===== src/rtl/pfd_pkg.sv =====
package pfd_pkg;
    typedef enum logic [1:0] {
        PH_NEUTRAL = 2'd0,
        PH_LEAD    = 2'd1,
        PH_LAG     = 2'd2
    } phase_st_e;
endpackage


===== src/rtl/pfd_edge_sync.sv =====
// Multi-flop synchroniser followed by a rising-edge detector.
module pfd_edge_sync #(
    parameter int STAGES = 2
) (
    input  logic clk,
    input  logic rst,
    input  logic din,
    output logic rise
);
    localparam int TOP = STAGES - 1;

    typedef struct packed {
        logic [STAGES-1:0] sh;
        logic              last;
    } sync_t;

    sync_t sync_d, sync_q;

    always_comb begin
        sync_d      = sync_q;
        sync_d.sh   = {sync_q.sh[TOP-1:0], din};
        sync_d.last = sync_q.sh[TOP];
        rise        = sync_q.sh[TOP] & ~sync_q.last;
    end

    always_ff @(posedge clk) begin
        if (rst) sync_q <= '0;
        else     sync_q <= sync_d;
    end
endmodule


===== src/rtl/pfd_core.sv =====
// Three-state phase/frequency state machine.
module pfd_core
    import pfd_pkg::*;
(
    input  logic clk,
    input  logic rst,
    input  logic ref_rise,
    input  logic fb_rise,
    output logic err_drive,
    output logic err_en
);
    typedef struct packed {
        phase_st_e st;
    } core_t;

    core_t core_d, core_q;

    always_comb begin
        core_d = core_q;
        unique case (core_q.st)
            PH_NEUTRAL: begin
                if (ref_rise && !fb_rise)      core_d.st = PH_LEAD;
                else if (fb_rise && !ref_rise) core_d.st = PH_LAG;
            end
            PH_LEAD: if (fb_rise)  core_d.st = PH_NEUTRAL;
            PH_LAG:  if (ref_rise) core_d.st = PH_NEUTRAL;
            default: core_d.st = PH_NEUTRAL;
        endcase
        err_en    = (core_q.st != PH_NEUTRAL);
        err_drive = (core_q.st == PH_LEAD);
    end

    always_ff @(posedge clk) begin
        if (rst) core_q <= '{st: PH_NEUTRAL};
        else     core_q <= core_d;
    end
endmodule


===== src/rtl/pfd_lock_qual.sv =====
// Counts clean reference periods; a pulse wider than one cycle clears the count.
module pfd_lock_qual #(
    parameter int LOCK_PERIODS = 8
) (
    input  logic clk,
    input  logic rst,
    input  logic err_en,
    input  logic ref_rise,
    output logic lock
);
    localparam int CW = $clog2(LOCK_PERIODS + 1);
    localparam logic [CW-1:0] CMAX = CW'(LOCK_PERIODS);

    typedef struct packed {
        logic [CW-1:0] cnt;
        logic          prev_en;
    } lq_t;

    lq_t lq_d, lq_q;
    logic wide;

    always_comb begin
        lq_d         = lq_q;
        wide         = err_en & lq_q.prev_en;
        lq_d.prev_en = err_en;
        if (wide)                             lq_d.cnt = '0;
        else if (ref_rise && lq_q.cnt != CMAX) lq_d.cnt = lq_q.cnt + 1'b1;
        lock = (lq_q.cnt == CMAX);
    end

    always_ff @(posedge clk) begin
        if (rst) lq_q <= '0;
        else     lq_q <= lq_d;
    end
endmodule


===== src/rtl/phase_freq_detector.sv =====
module phase_freq_detector #(
    parameter int SYNC_STAGES  = 2,
    parameter int LOCK_PERIODS = 8
) (
    input  logic clk,
    input  logic rst,
    input  logic ref_in,
    input  logic fb_in,
    output logic err_drive,
    output logic err_en,
    output logic lock
);
    logic ref_rise, fb_rise;

    pfd_edge_sync #(.STAGES(SYNC_STAGES)) u_ref_sync (
        .clk(clk), .rst(rst), .din(ref_in), .rise(ref_rise));

    pfd_edge_sync #(.STAGES(SYNC_STAGES)) u_fb_sync (
        .clk(clk), .rst(rst), .din(fb_in), .rise(fb_rise));

    pfd_core u_core (
        .clk(clk), .rst(rst), .ref_rise(ref_rise), .fb_rise(fb_rise),
        .err_drive(err_drive), .err_en(err_en));

    pfd_lock_qual #(.LOCK_PERIODS(LOCK_PERIODS)) u_lock (
        .clk(clk), .rst(rst), .err_en(err_en), .ref_rise(ref_rise),
        .lock(lock));
endmodule


===== config.mk =====
export PLATFORM = sky130hd
export DESIGN_NAME = phase_freq_detector
export DESIGN_NICKNAME = d
export VERILOG_FILES = /design/src/rtl/pfd_pkg.sv /design/src/rtl/pfd_edge_sync.sv /design/src/rtl/pfd_core.sv /design/src/rtl/pfd_lock_qual.sv /design/src/rtl/phase_freq_detector.sv
export SDC_FILE = /design/constraint.sdc
export NUM_CORES = 1
export LEC_CHECK = 0
export BUFFER_PORTS_ARGS = -buffer_cell sky130_fd_sc_hd__buf_2
export CAP_MARGIN = 20
export CORE_AREA = 8 8 47 49
export DETAILED_ROUTE_END_ITERATION = 8
export DIE_AREA = 0 0 55 57
export HOLD_SLACK_MARGIN = 0.15
export SLEW_MARGIN = 30
export SYNTH_ARGS = -nofsm -noshare
export SYNTH_HDL_FRONTEND = slang
export SYNTH_SLANG_ARGS = --single-unit

===== constraint.sdc =====
create_clock -name clk -period 1.2 [get_ports clk]
set_input_delay 0.24 -clock clk [delete_from_list [all_inputs] [get_ports clk]]
set_output_delay 0.24 -clock clk [all_outputs]
set_load 0.02 [all_outputs]

== After elaboration in Yosys (flattened, before gate mapping) ==
Index checks and enable logic that the tools add are counted.

* Input bits: 4
* Word-level logic and storage cells: 34
* Output and inout port bits: 3
* Register bits: 13

* Reduce and logical (&&, ||, !) cells: 9
* Eq/ne operators: 7
* $add $sub $neg: 1
* Multiplexer cells: 5
* Bitwise logic cells: 5

{| class="wikitable"
|+ Operators with widths
! kind !! count
|-
| 2-bit two-way mux || 4
|-
| 2-bit case mux with 3 select lines || 1
|-
| 4-bit by 1-bit adder with 4-bit output, second input constant || 1
|-
| 4-bit == test, second input constant || 1
|-
| 2-bit by 1-bit != test with 1-bit output, second input constant || 2
|-
| 4-bit != test, second input constant || 1
|-
| 1-bit AND || 3
|-
| 1-bit logical AND || 3
|-
| 3-bit by 1-bit != test with 1-bit output, second input constant || 1
|-
| 3-bit AND reduction || 1
|-
| 2-bit by 1-bit == test with 1-bit output, second input constant || 1
|-
| 2-bit == test, second input constant || 1
|-
| 1-bit logical NOT || 2
|-
| 2-bit logical NOT || 1
|-
| 1-bit inverter || 2
|-
| 2-bit nonzero test || 1
|-
| 2-bit OR reduction || 1
|}

== Longest topological paths before layout ==
Gate-level depths: netlist of the first run.

* Word-level depth: 7
* Mapped depth: 6
* Gate-level depth less buffers: 6

== Hierarchy ==
Synthesis of the first run repeated with hierarchy kept, for this count alone.

* Cell total of the unflattened synthesis: 53
* Area total of the unflattened synthesis: 534.3 sq um

{| class="wikitable"
|+ By module, submodules not included
! module !! cells each !! area each (sq um) !! instances !! seq. area each (sq um)
|-
| pfd_lock_qual || 27 || 245.2 || 1 || 100.1
|-
| pfd_edge_sync || 7 || 87.6 || 2 || 60.1
|-
| pfd_core || 12 || 113.9 || 1 || 40.0
|}

== Worst setup path before layout of the first run ==
No wires, ideal clock.

* Path kind: register to register
* From: reg u_lock.lq_q[1] (netlist bit)
* To: reg u_lock.lq_q[2] (netlist bit)
* Arrival time: 1.070 ns
* Path buffers: 0
* Setup slack: 0.011 ns
* Period minus slack after synthesis: 1.189 ns
* Cell stages (with the launch flop): 7
* Required time: 1.081 ns
* Setup time: 0.119 ns
* Cell sequence: dfxtp_1 > inv_1 > ha_1 > nand3b_1 > inv_1 > o21ai_0 > a21oi_1

* Word-level cells in the longest chain between the ends: 2
* Elaborated cells between the ends (all ways): 3
* Those cells by class: add/sub (1); eq/ne (1); reduce/logical (1)

{| class="wikitable"
|+ Ends and longest elaborated chain
! what !! line !! source
|-
| from (decl) || pfd_lock_qual.sv:19 || <nowiki>lq_t lq_d, lq_q;</nowiki>
|-
| from (signal assigned) || pfd_lock_qual.sv:33 || <nowiki>else lq_q <= lq_d;</nowiki>
|-
| branches (longest 2 deep; another with 4-bit by 1-bit adder with 4-bit output) || - ||
|}

Several ways; the timed one is not identified.
A chain may end at the register's enable or synchronous reset.

== Worst setup path after layout of the first run ==
* From: reg u_lock.lq_q[1] (netlist bit)
* To: out lock

* Word-level cells in the longest chain between the ends: 1

{| class="wikitable"
|+ Ends and longest elaborated chain
! what !! line !! source
|-
| 4-bit == test || pfd_lock_qual.sv:28 || <nowiki>lock = (lq_q.cnt == CMAX);</nowiki>
|-
| to (decl) || phase_freq_detector.sv:11 || <nowiki>output logic lock</nowiki>
|}

No other way between the ends.

==> impl_results.md, run 1 <==
* Post-synthesis net count at 58
* Max frequency at 747 MHz
* Clk buf depth at 2
* Htree depth at 1
* Worst setup SP type: flip-flop
* Slew @ Worst Pin at 193 ps
* Core area at 1580 um^2
* Worst-Skew Late Latency at 280 ps
* GR Overflow Total at 0
* Drt drc at 0
* Total GRT Usage at 0.0613
* Power per cell area at 1240 nW/um^2
* Fin worst setup slack at -138 ps
* Die Y at 57 um
* Die Wd at 55 um
* Design area at 648 um^2
* Final Cycle Share at 1.12
* Clock sinks at 13
* Mean Syn Cell Area at 9.50 um^2
* Worst slew margin at 0.870
* WS Path Type: reg -> out
* CTS tree: yes
* Post-Syn Area at 494 um^2
* Finish-stage setup viols at 2
* ANT cells at 0
* Critical Path Sink Type: primary output
* Vias in the first global route at 363
* Routed vias/inst at 4.64
* FP Rows at 15
* Endpoints failing hold at 0
* Initial antenna violation count at 0
* Highest net fanout along the worst path at 3
* Tmin final at 1340 ps
* First-pass GRT wire length at 1.41 mm
* DP Cell Count at 76
* Layout area overhead at 31.1%
* Root Driver: clkbuf_4
* Most frequent cells in the layout: 9 x dfxtp_1, 8 x nor2b_1, 7 x buf_4, 6 x a21oi_1
* Unrepaired setup endpoints after global routing: yes
* Synth Warn # at 0
* Detailed-route via count at 390
* Commonest non-fill, non-tap cell in the layout: dfxtp_1
* Routability cong. at 0.880
* Run status: finished, violations left
* Sequential share of the synthesized area at 0.527
* Leakage power at 0.266 nW
* Synth unique cells at 17
* Die area at 3140 um^2
* Routed len/inst at 9.77 um
* Fin nets at 74
* HPWL Detailed at 583 um
* Arrival time at the worst endpoint at 1100 ps
* Initial drt markers at 8
* Fin. max-slew vios at 0
* Max_cap viols at 0
* Hold/Removal Path Class: in -> reg
* Share of cells above drive strength 1 at 0.373
* Cell Area, Placed at 557 um^2
* Ports at 7
* Maximum VDD drop at 0.552 mV
* Clock slew at reported path FFs at 80 ps
* Sum Neg Setup Slack at -159 ps
* CP required at 960 ps
* Post-route insts no fill at 84
* Fillers at 163
* Gate Count Post-Synth at 52
* CTS buffer count at 3
* Largest net degree at the start of global routing at 11
* TritonRoute pass-1 iters at 4
* Seq cells post-synth at 13
* Clock skew at 1.26 ps
* Port bufs at 6
* Wirelength, routed at 821 um
* Failing checks: negative setup slack
* Initial Util at 0.313
* ANT nets after route at 0
==> path summary, 6_finish.rpt <==
path                            slack [ps]                   to  cells after the start              from
worst max-delay path                  -140                 lock                      5    u_lock.lq_q[1]
worst min-delay path                   170  u_fb_sync.sync_d[2]                      2             fb_in
worst max register to register          80       u_lock.lq_q[1]                      4  u_core.core_q[1]
worst min register to register         430     u_core.core_q[1]                      1  u_core.core_q[0]
==> cell usage after synthesis <==
cell type,number,share of area
dfxtp_1,13,0.53
nor2b_1,8,0.10
a21oi_1,6,0.061
inv_1,5,0.038
nand3_1,4,0.041
o21ai_0,4,0.041
ha_1,2,0.051
a21o_1,1,0.015
and2b_1,1,0.015
clkbuf_1,1,0.0076
nand2b_4,1,0.028
nand3b_1,1,0.015
nor2_1,1,0.0076
nor3b_1,1,0.015
nor4_1,1,0.013
or2_1,1,0.013
or3_1,1,0.013
==> sequential cells by signal, indices dropped and copies added (netlist names) <==
signal	cells
u_fb_sync.sync_d	2
u_lock.lq_q	5
u_ref_sync.sync_q	1
u_core.core_q	2
u_fb_sync.sync_q	1
u_ref_sync.sync_d	2
==> cells by family (layout without fill, tap and decap cells) <==
| group | after synthesis | after routing | synth area share |
|---|---|---|---|
| AOI/OAI and AO/OA | 11 | 11 | 0.116 |
| DFF | 13 | 13 | 0.527 |
| and+or+nand+nor | 20 | 20 | 0.261 |
| buffers and inverters | 6 | 21 | 0.0456 |
| adders and majority gates | 2 | 2 | 0.0506 |
==> metrics by stage <==
| step | hold slack, ps | total power [mW] | worst slack (ps) | util |
|---|---|---|---|---|
| 6_report | 166 | 0.802 | -138 | 0.411 |
| 5_1_grt | 167 | 0.841 | -211 | 0.411 |
| 4_1_cts | 157 | 0.810 | -153 | 0.402 |
| 3_5_place_dp | 422 | 0.521 | 47.2 | 0.353 |
| 3_3_place_gp | 417 | 0.520 | 70.1 | 0.353 |
| 2_1_floorplan | 368 | 0.502 | 11.2 | - |
==> cell type report <==
class	count	area (um^2)	area share
Clock buffer	4	26.3	0.0405
Inverter	5	18.8	0.0290
Multi-Input combinational cell	33	226	0.349
Sequential cell	13	265	0.409
Tap cell	17	21.3	0.0328
Timing Repair Buffer	12	90.1	0.139
==> layer usage <==
metal,global-route usage,wire [um],vias to the layer above
met5,0,0,-
met3,0.0286,41,3
li1,-,-,202
met2,0.0843,365,6
met1,0.0663,379,179
met4,0.0550,35,0
==> power breakdown <==
group / leakage, nW / switching, mW / internal, mW
Sequential: 0.108 / 0.00749 / 0.447
Combinational: 0.143 / 0.0338 / 0.0421
Clock: 0.0150 / 0.142 / 0.129
Total: 0.266 / 0.183 / 0.618
==> critical path, cell delays in order, from the launching register on <==
cell	delay, ps
dfxtp_2	340
inv_2	50
ha_4	150
nand3b_1	110
inv_2	50
buf_6	120
==> timing repair <==
item | CTS | global route
buffers inserted | 3 | 1
pin swaps | 2 | 1
setup endpoints to repair | 3 | 6
hold buffers | 0 | 0
gates resized for setup | 12 | 3
Note: power is estimated with default switching activity, not from simulation.
==> run 2, diff against run 1 <==
ABC_AREA = 1   (was not set)
CORE_AREA = 8 8 48 50   (was 8 8 47 49)
DIE_AREA = 0 0 56 58   (was 0 0 55 57)
==> run 2 against run 1 <==
  * The run still ends with negative setup slack left
  * Combinational power is 0.8% higher
  * Via count rose by 8.7%
  * Register-to-register slack gained 70 ps
  * Clock power about the same
  * Critical endpoint unchanged
  * Die area is 3.6% higher
  * Clock skew about the same
  * Synthesized cell count is 27% higher
  * Critical path depth unchanged
  * Final area increased by 3.7%
  * Power increased by 0.21%
  * Worst setup slack gained 60 ps
==> impl_results.md, run 2 <==
* Run status: finished, violations left
* Failing checks: negative setup slack
* Fin. max-slew vios at 0 (unchanged)
* Post-synthesis adder-cell area fraction at 0.0480 (-0.00267)
* GR Overflow Total at 0 (unchanged)
* Endpoints failing hold at 0 (unchanged)
* Post-synth ARST share at 0 (unchanged)
* Leading area contributor after synthesis: dfxtp_1
* Most used DFF post-synth: dfxtp_1
* Post-Syn Area at 522 um^2 (+5.6%)
* ANT cells at 0 (unchanged)
* Met1 Use GR at 0.0537 (-0.0126)
* Hold/Removal Path Class: in -> reg
* CTS tree: yes
* CP required at 960 ps (about the same)
* Power per cell area at 1200 nW/um^2 (-3.3%)
* Initial drt markers at 2 (-6)
* Post-synthesis mux area share at 0 (unchanged)
* Synth cell count leaders: 13 x dfxtp_1, 13 x nor2_1, 10 x inv_1
* Final Cycle Share at 1.06 (-0.0503)
* Initial Util at 0.323 (+0.00976)
* ANT nets after route at 0 (unchanged)
* Root Driver: clkbuf_4
* Arrival time at the worst endpoint at 1040 ps (-60 ps)
* Routed vias/inst at 4.37 (-5.9%)
* Post-synthesis simple-gate area fraction at 0.278 (+0.0174)
* Top cell type's share of synthesized area at 0.499 (-0.0278)
* Clock sinks at 13 (unchanged)
* Commonest non-fill, non-tap cell in the layout: nor2_1
* Largest reg by FF count: u_lock.lq_q
* Place WS at 87.1 ps (+39.9 ps)
* Total GRT Usage at 0.0674 (+0.00612)
* Multi-input gate area at 228 um^2 (+0.55%)
* Seq cells post-synth at 13 (unchanged)
* CTS buffer count at 3 (unchanged)
* Tmin final at 1280 ps (-60.4 ps)
* Post-synthesis net count at 72 (+24%)
* Ports at 7 (unchanged)
* Core area at 1610 um^2 (+2.4%)
* Post-synth EDFFs at 0 (unchanged)
* Sequential share of the synthesized area at 0.499 (-0.0278)
* Clk buf depth at 2 (unchanged)
* Routability cong. at 0.787 (-11%)
* Clock slew at reported path FFs at 80 ps (about the same)
* TritonRoute pass-1 iters at 2 (-2)
* Largest net degree at the start of global routing at 12 (+1)
* Port bufs at 6 (unchanged)
* Vias in the first global route at 451 (+24%)
* Die area at 3250 um^2 (+3.6%)
* Die Wd at 56 um (+1.8%)
* Share of cells above drive strength 1 at 0.350 (-0.0231)
* Synth Area in Compound Gates at 0.0719 (-0.0445)
* Die Y at 58 um (+1.8%)
* Htree depth at 1 (unchanged)
* FP Rows at 15 (unchanged)
* Tot Pwr at 0.803 mW (+0.21%)
* Maximum VDD drop at 0.789 mV (+43%)
* Register area at 265 um^2 (unchanged)
* Clock skew at 1.12 ps (-0.136 ps)
* Sum Neg Setup Slack at -77.8 ps (+81.6 ps)
* Leakage power at 0.308 nW (+16%)
* Routed len/inst at 9.74 um (-0.32%)
* Largest family of logic cells by synthesized area: simple AND/OR/NAND/NOR gates
* Synth unique cells at 18 (+1)
* GR Layer Usage met2 at 0.114 (+0.0298)
* Highest net fanout along the worst path at 2 (-1)
* Synth Warn # at 0 (unchanged)
* HPWL Detailed at 668 um (+15%)
* Finish-stage setup viols at 1 (-1)
* Fillers at 170 (+4.3%)
* Drt drc at 0 (unchanged)
* Largest register FFs at 5 (unchanged)
* Xor/xnor cell area share of the yosys netlist at 0 (unchanged)
* Worst setup SP type: flip-flop
* Max frequency at 783 MHz (+4.7%)
* Fin worst setup slack at -77.8 ps (+60.4 ps)
* Detailed-route via count at 424 (+8.7%)
* Mean Syn Cell Area at 7.91 um^2 (-17%)
* Worst slew margin at 0.866 (-0.00404)
* First-pass GRT wire length at 1.68 mm (+20%)
* Critical Path Sink Type: primary output
* Worst-Skew Late Latency at 280 ps (about the same)
* Max_cap viols at 0 (unchanged)
* Most used routing layer: met2
* Synth area leaders: dfxtp_1 50%, nor2_1 9.4%, inv_1 7.2%
* Gate Count Post-Synth at 66 (+27%)
* Min Hold Slack at 257 ps (+90.4 ps)
* Most frequent cells in the layout: 13 x nor2_1, 9 x nand2_1, 9 x dfxtp_1, 7 x inv_1, 6 x inv_2
* Fin nets at 87 (+18%)
* Unrepaired setup endpoints after global routing: yes
* Layout area overhead at 28.8%
* M3 GR Usage at 0.0502 (+0.0216)
* WS Path Type: reg -> out
* Wirelength, routed at 945 um (+15%)
* Initial antenna violation count at 0 (unchanged)
* Slew @ Worst Pin at 200 ps (+7.57 ps)
==> run 2: cell count changes in the layout (fill, tap and decap cells not counted), moves of 2 or more <==
cell / before / now
nor2_1: 1 / 13
dlygate4sd3_1: 0 / 2
inv_1: 2 / 7
inv_2: 3 / 6
nor2b_1: 8 / 0
o21ai_0: 4 / 0
buf_4: 7 / 4
nand2_1: 0 / 9
a21oi_1: 6 / 3
==> run 2: logic make-up after synthesis <==
group | after synthesis
simple gates | 31
compound gates | 6
flops | 13
buf+inv | 14
fa+ha+maj | 2
==> run 2: area by class of cell <==
class,instances,share of cell area
inverter,13,0.0726
tap,17,0.0317
clock inverter,1,0.00745
multi-input combinational,39,0.339
clock buffer,3,0.0335
sequential,13,0.395
timing repair buffer,11,0.121
==> run 2: timing repair <==
action / in CTS / in global routing
hold endpoints to repair: 1 / 1
endpoints found under the setup margin: 1 / 3
gates resized for setup: 9 / 4
hold buffers: 1 / 1
buffers inserted: 1 / 0
pin swaps: 2 / 0
==> run 2: per-layer routing <==
layer / vias up / routed length [um]
met5: - / 0
met4: 0 / 10
met3: 3 / 55
met2: 7 / 495
met1: 185 / 383
li1: 229 / -
==> run 2: critical path, cell delays in order, from the launching register on <==
cell     delay (ps)
dfxtp_2         330
inv_2            70
ha_4            140
nand3_4          60
inv_2            60
buf_6           100
==> run 2: path summary, 6_finish.rpt <==
check | start | endpoint | slack [ps] | depth (start not counted)
worst min register to register | u_ref_sync.sync_d[2] | u_ref_sync.sync_d[0] | 400 | 2
worst max register to register | u_lock.lq_q[1] | u_lock.lq_q[2] | 150 | 7
worst min-delay path | rst | u_lock.lq_q[0] | 260 | 2
worst max-delay path | u_lock.lq_q[1] | lock | -80 | 5
==> run 2: power breakdown <==
group          switching, mW  internal (mW)  leakage [nW]
sequential           0.00813          0.447         0.108
clock                  0.148          0.124        0.0177
combinational         0.0425         0.0340         0.182
total                  0.198          0.605         0.308
==> run 2: metrics by stage <==
stage | area [um^2] | std cells | utilization
2_1_floorplan | 522 | 66 | -
3_3_place_gp | 583 | 90 | 0.361
3_5_place_dp | 583 | 90 | 0.361
4_1_cts | 649 | 96 | 0.402
5_1_grt | 672 | 97 | 0.416
6_report | 672 | 97 | 0.416
==> run 3, diff against run 2 <==
CORE_AREA = 2 2 42 44   (was 8 8 48 50)
DIE_AREA = 0 0 44 46   (was 0 0 56 58)
clock period = 1.1 ns   (was 1.2 ns; I/O delays follow)
==> run 3 against run 2 <==
  * Core utilization rose by 2.8 points
  * The run still ends with negative setup slack left
  * Register-to-register slack got worse by 80 ps
  * First-iteration DRC count rose to 4.0 times the previous value
  * Sequential power rose by 9.5%
  * Count of clock-buffer cells in the layout did not move
  * Flip-flop and latch count did not move
  * Global-route usage rose by 3.7 points
  * Hold slack got worse by 16 ps
  * Final area rose by 6.7%
  * Die area fell by 38%
==> impl_results.md, run 3 (synthesis results as in run 2) <==
* Run status: finished, violations left
* Failing checks: negative setup slack
* DP Cell Count at 90 (unchanged)
* ANT cells at 0 (unchanged)
* Clock sinks at 13 (unchanged)
* Final core utilization at 0.444 (+0.0279)
* Slew @ Worst Pin at 192 ps (-8.08 ps)
* Highest net fanout along the worst path at 2 (unchanged)
* Critical path, cell by cell: inv_2 -> ha_4 -> nand3_4 -> inv_2 -> buf_6
* Maximum VDD drop at 0.693 mV (-12%)
* Largest reg by FF count: u_lock.lq_q
* Ports at 7 (unchanged)
* Vias in the first global route at 399 (-12%)
* Layout area overhead at 37.4%
* Worst path max stage delay at 330 ps (about the same)
* Commonest non-fill, non-tap cell in the layout: nor2_1
* Delay-heaviest family, CP: flip-flops
* Wirelength, routed at 883 um (-6.6%)
* WS Path Type: reg -> out
* Routed vias/inst at 4.43 (+1.3%)
* Power per cell area at 1240 nW/um^2 (+3.3%)
* Port bufs at 6 (unchanged)
* Tmin final at 1240 ps
* Root Driver: clkbuf_4
* Hold/Removal Path Class: in -> reg
* HP Start: rst
* Max_cap viols at 0 (unchanged)
* R2r setup slk at 70 ps (-80 ps)
* First-pass GRT wire length at 1.54 mm (-8.6%)
* Final Cycle Share at 1.13
* Largest register FFs at 5 (unchanged)
* Critical R2R Capture: u_lock.lq_q[1]
* Leakage power at 0.317 nW (+2.8%)
* Arrival time at the worst endpoint at 1020 ps (-20 ps)
* Hold path endpoint: u_lock.lq_q[0]
* CP required at 880 ps (-80 ps)
* Clk buf depth at 2 (unchanged)
* Initial Util at 0.323 (unchanged)
* Endpoints failing hold at 0 (unchanged)
* Slowest-stage cell, CP: dfxtp_2
* Die area at 2020 um^2 (-38%)
* Htree depth at 1 (unchanged)
* ANT nets after route at 0 (unchanged)
* Unrepaired setup endpoints after global routing: yes
* Worst setup SP type: flip-flop
* Share of cells above drive strength 1 at 0.420 (+0.0698)
* Initial drt markers at 8 (+6)
* Tot Pwr at 0.886 mW (+10%)
* Clock slew at reported path FFs at 80 ps (about the same)
* Drt drc at 0 (unchanged)
* WP buf/inv at 3 (unchanged)
* Die Wd at 44 um (-21%)
* Post-route insts no fill at 98 (+1.0%)
* Clock skew at 5.28 ps (+4.16 ps)
* Detailed-route via count at 434 (+2.4%)
* R2R Path Start: u_lock.lq_q[1]
* Hold path depth at 2 (unchanged)
* Fin nets at 88 (+1.1%)
* FP Rows at 15 (unchanged)
* Routed len/inst at 9.01 um (-7.5%)
* Finish-stage setup viols at 2 (+1)
* Crit path top cell by count: inv_2
* Fin worst setup slack at -140 ps (-61.9 ps)
* Initial antenna violation count at 0 (unchanged)
* Worst-Skew Late Latency at 270 ps (about the same)
* Routability cong. at 0.775 (-1.5%)
* GR Overflow Total at 0 (unchanged)
* Critical Path Sink Type: primary output
* CTS buffer count at 3 (unchanged)
* Die Y at 46 um (-21%)
* CTS tree: yes
* Most frequent cells in the layout: 12 x nor2_1, 9 x dfxtp_1, 7 x inv_1, 7 x nand2_1, 5 x inv_2
* Fillers at 162 (-4.7%)
* R2R depth at 7 (unchanged)
* Total GRT Usage at 0.104 (+0.0366)
* Core area at 1610 um^2 (unchanged)
* Worst slew margin at 0.872 (+0.00540)
* Fin. max-slew vios at 0 (unchanged)
* HPWL Detailed at 599 um (-10%)
* Max frequency at 807 MHz
* Largest net degree at the start of global routing at 12 (unchanged)
* TritonRoute pass-1 iters at 4 (+2)
## run 3: cell types whose count changed in the layout (fill, tap and decap cells not counted)
cell	delta
a21oi_2	+2
nor2_4	+1
nand2_2	+1
inv_2	-1
nor2_1	-1
nand2_4	+1
buf_6	+2
buf_2	-1
inv_4	+1
nand2_1	-2
a21oi_1	-2
## run 3: through the flow
step                hold WS (ps)  setup WS (ps)  setup TNS, ps  area, um^2
finish                       241           -140           -146         717
global route                 249           -201           -291         717
CTS                          241           -163           -168         678
detailed placement           399          -4.60          -4.60         583
global placement             391           41.3              0         583
floorplan                    327           76.6              0         522
## run 3: area by class of cell
class / instances / area (um^2) / area share
Sequential cell: 13 / 265 / 0.370
Clock inverter: 1 / 5.00 / 0.00698
Multi-Input combinational cell: 39 / 253 / 0.353
Timing Repair Buffer: 12 / 98.8 / 0.138
Inverter: 13 / 51.3 / 0.0716
Clock buffer: 3 / 22.5 / 0.0314
Tap cell: 17 / 21.3 / 0.0297
## run 3: routing by layer
metal / GRT usage / part of all wire / vias to the layer above
li1: - / - / 232
met1: 0.115 / 0.45 / 190
met2: 0.185 / 0.50 / 12
met3: 0.0476 / 0.046 / 0
met4: 0.0182 / 0 / 0
met5: 0 / 0 / -
## run 3: worst max path at each step
stage                    from    to  slack (ps)  cells past startpoint
2_1_floorplan  u_lock.lq_q[1]  lock          80                      4
3_5_place_dp   u_lock.lq_q[1]  lock          -5                      5
5_1_grt        u_lock.lq_q[1]  lock        -200                      5
3_3_place_gp   u_lock.lq_q[1]  lock          40                      5
4_1_cts        u_lock.lq_q[2]  lock        -160                      5
6_report       u_lock.lq_q[1]  lock        -140                      5
## run 3: what timing repair did
action,CTS,global route
pin swaps,2,0
setup endpoints to repair,3,5
hold buffers,2,0
setup buffers,2,0
gates resized for setup,14,10
hold endpoints to repair,2,0
## run 3: where the power goes
| part | switching [mW] | internal, mW | total, mW | leakage [nW] |
|---|---|---|---|---|
| sequential | 0.0103 | 0.488 | 0.498 | 0.108 |
| clock | 0.153 | 0.134 | 0.288 | 0.0177 |
| combinational | 0.0526 | 0.0468 | 0.0993 | 0.191 |
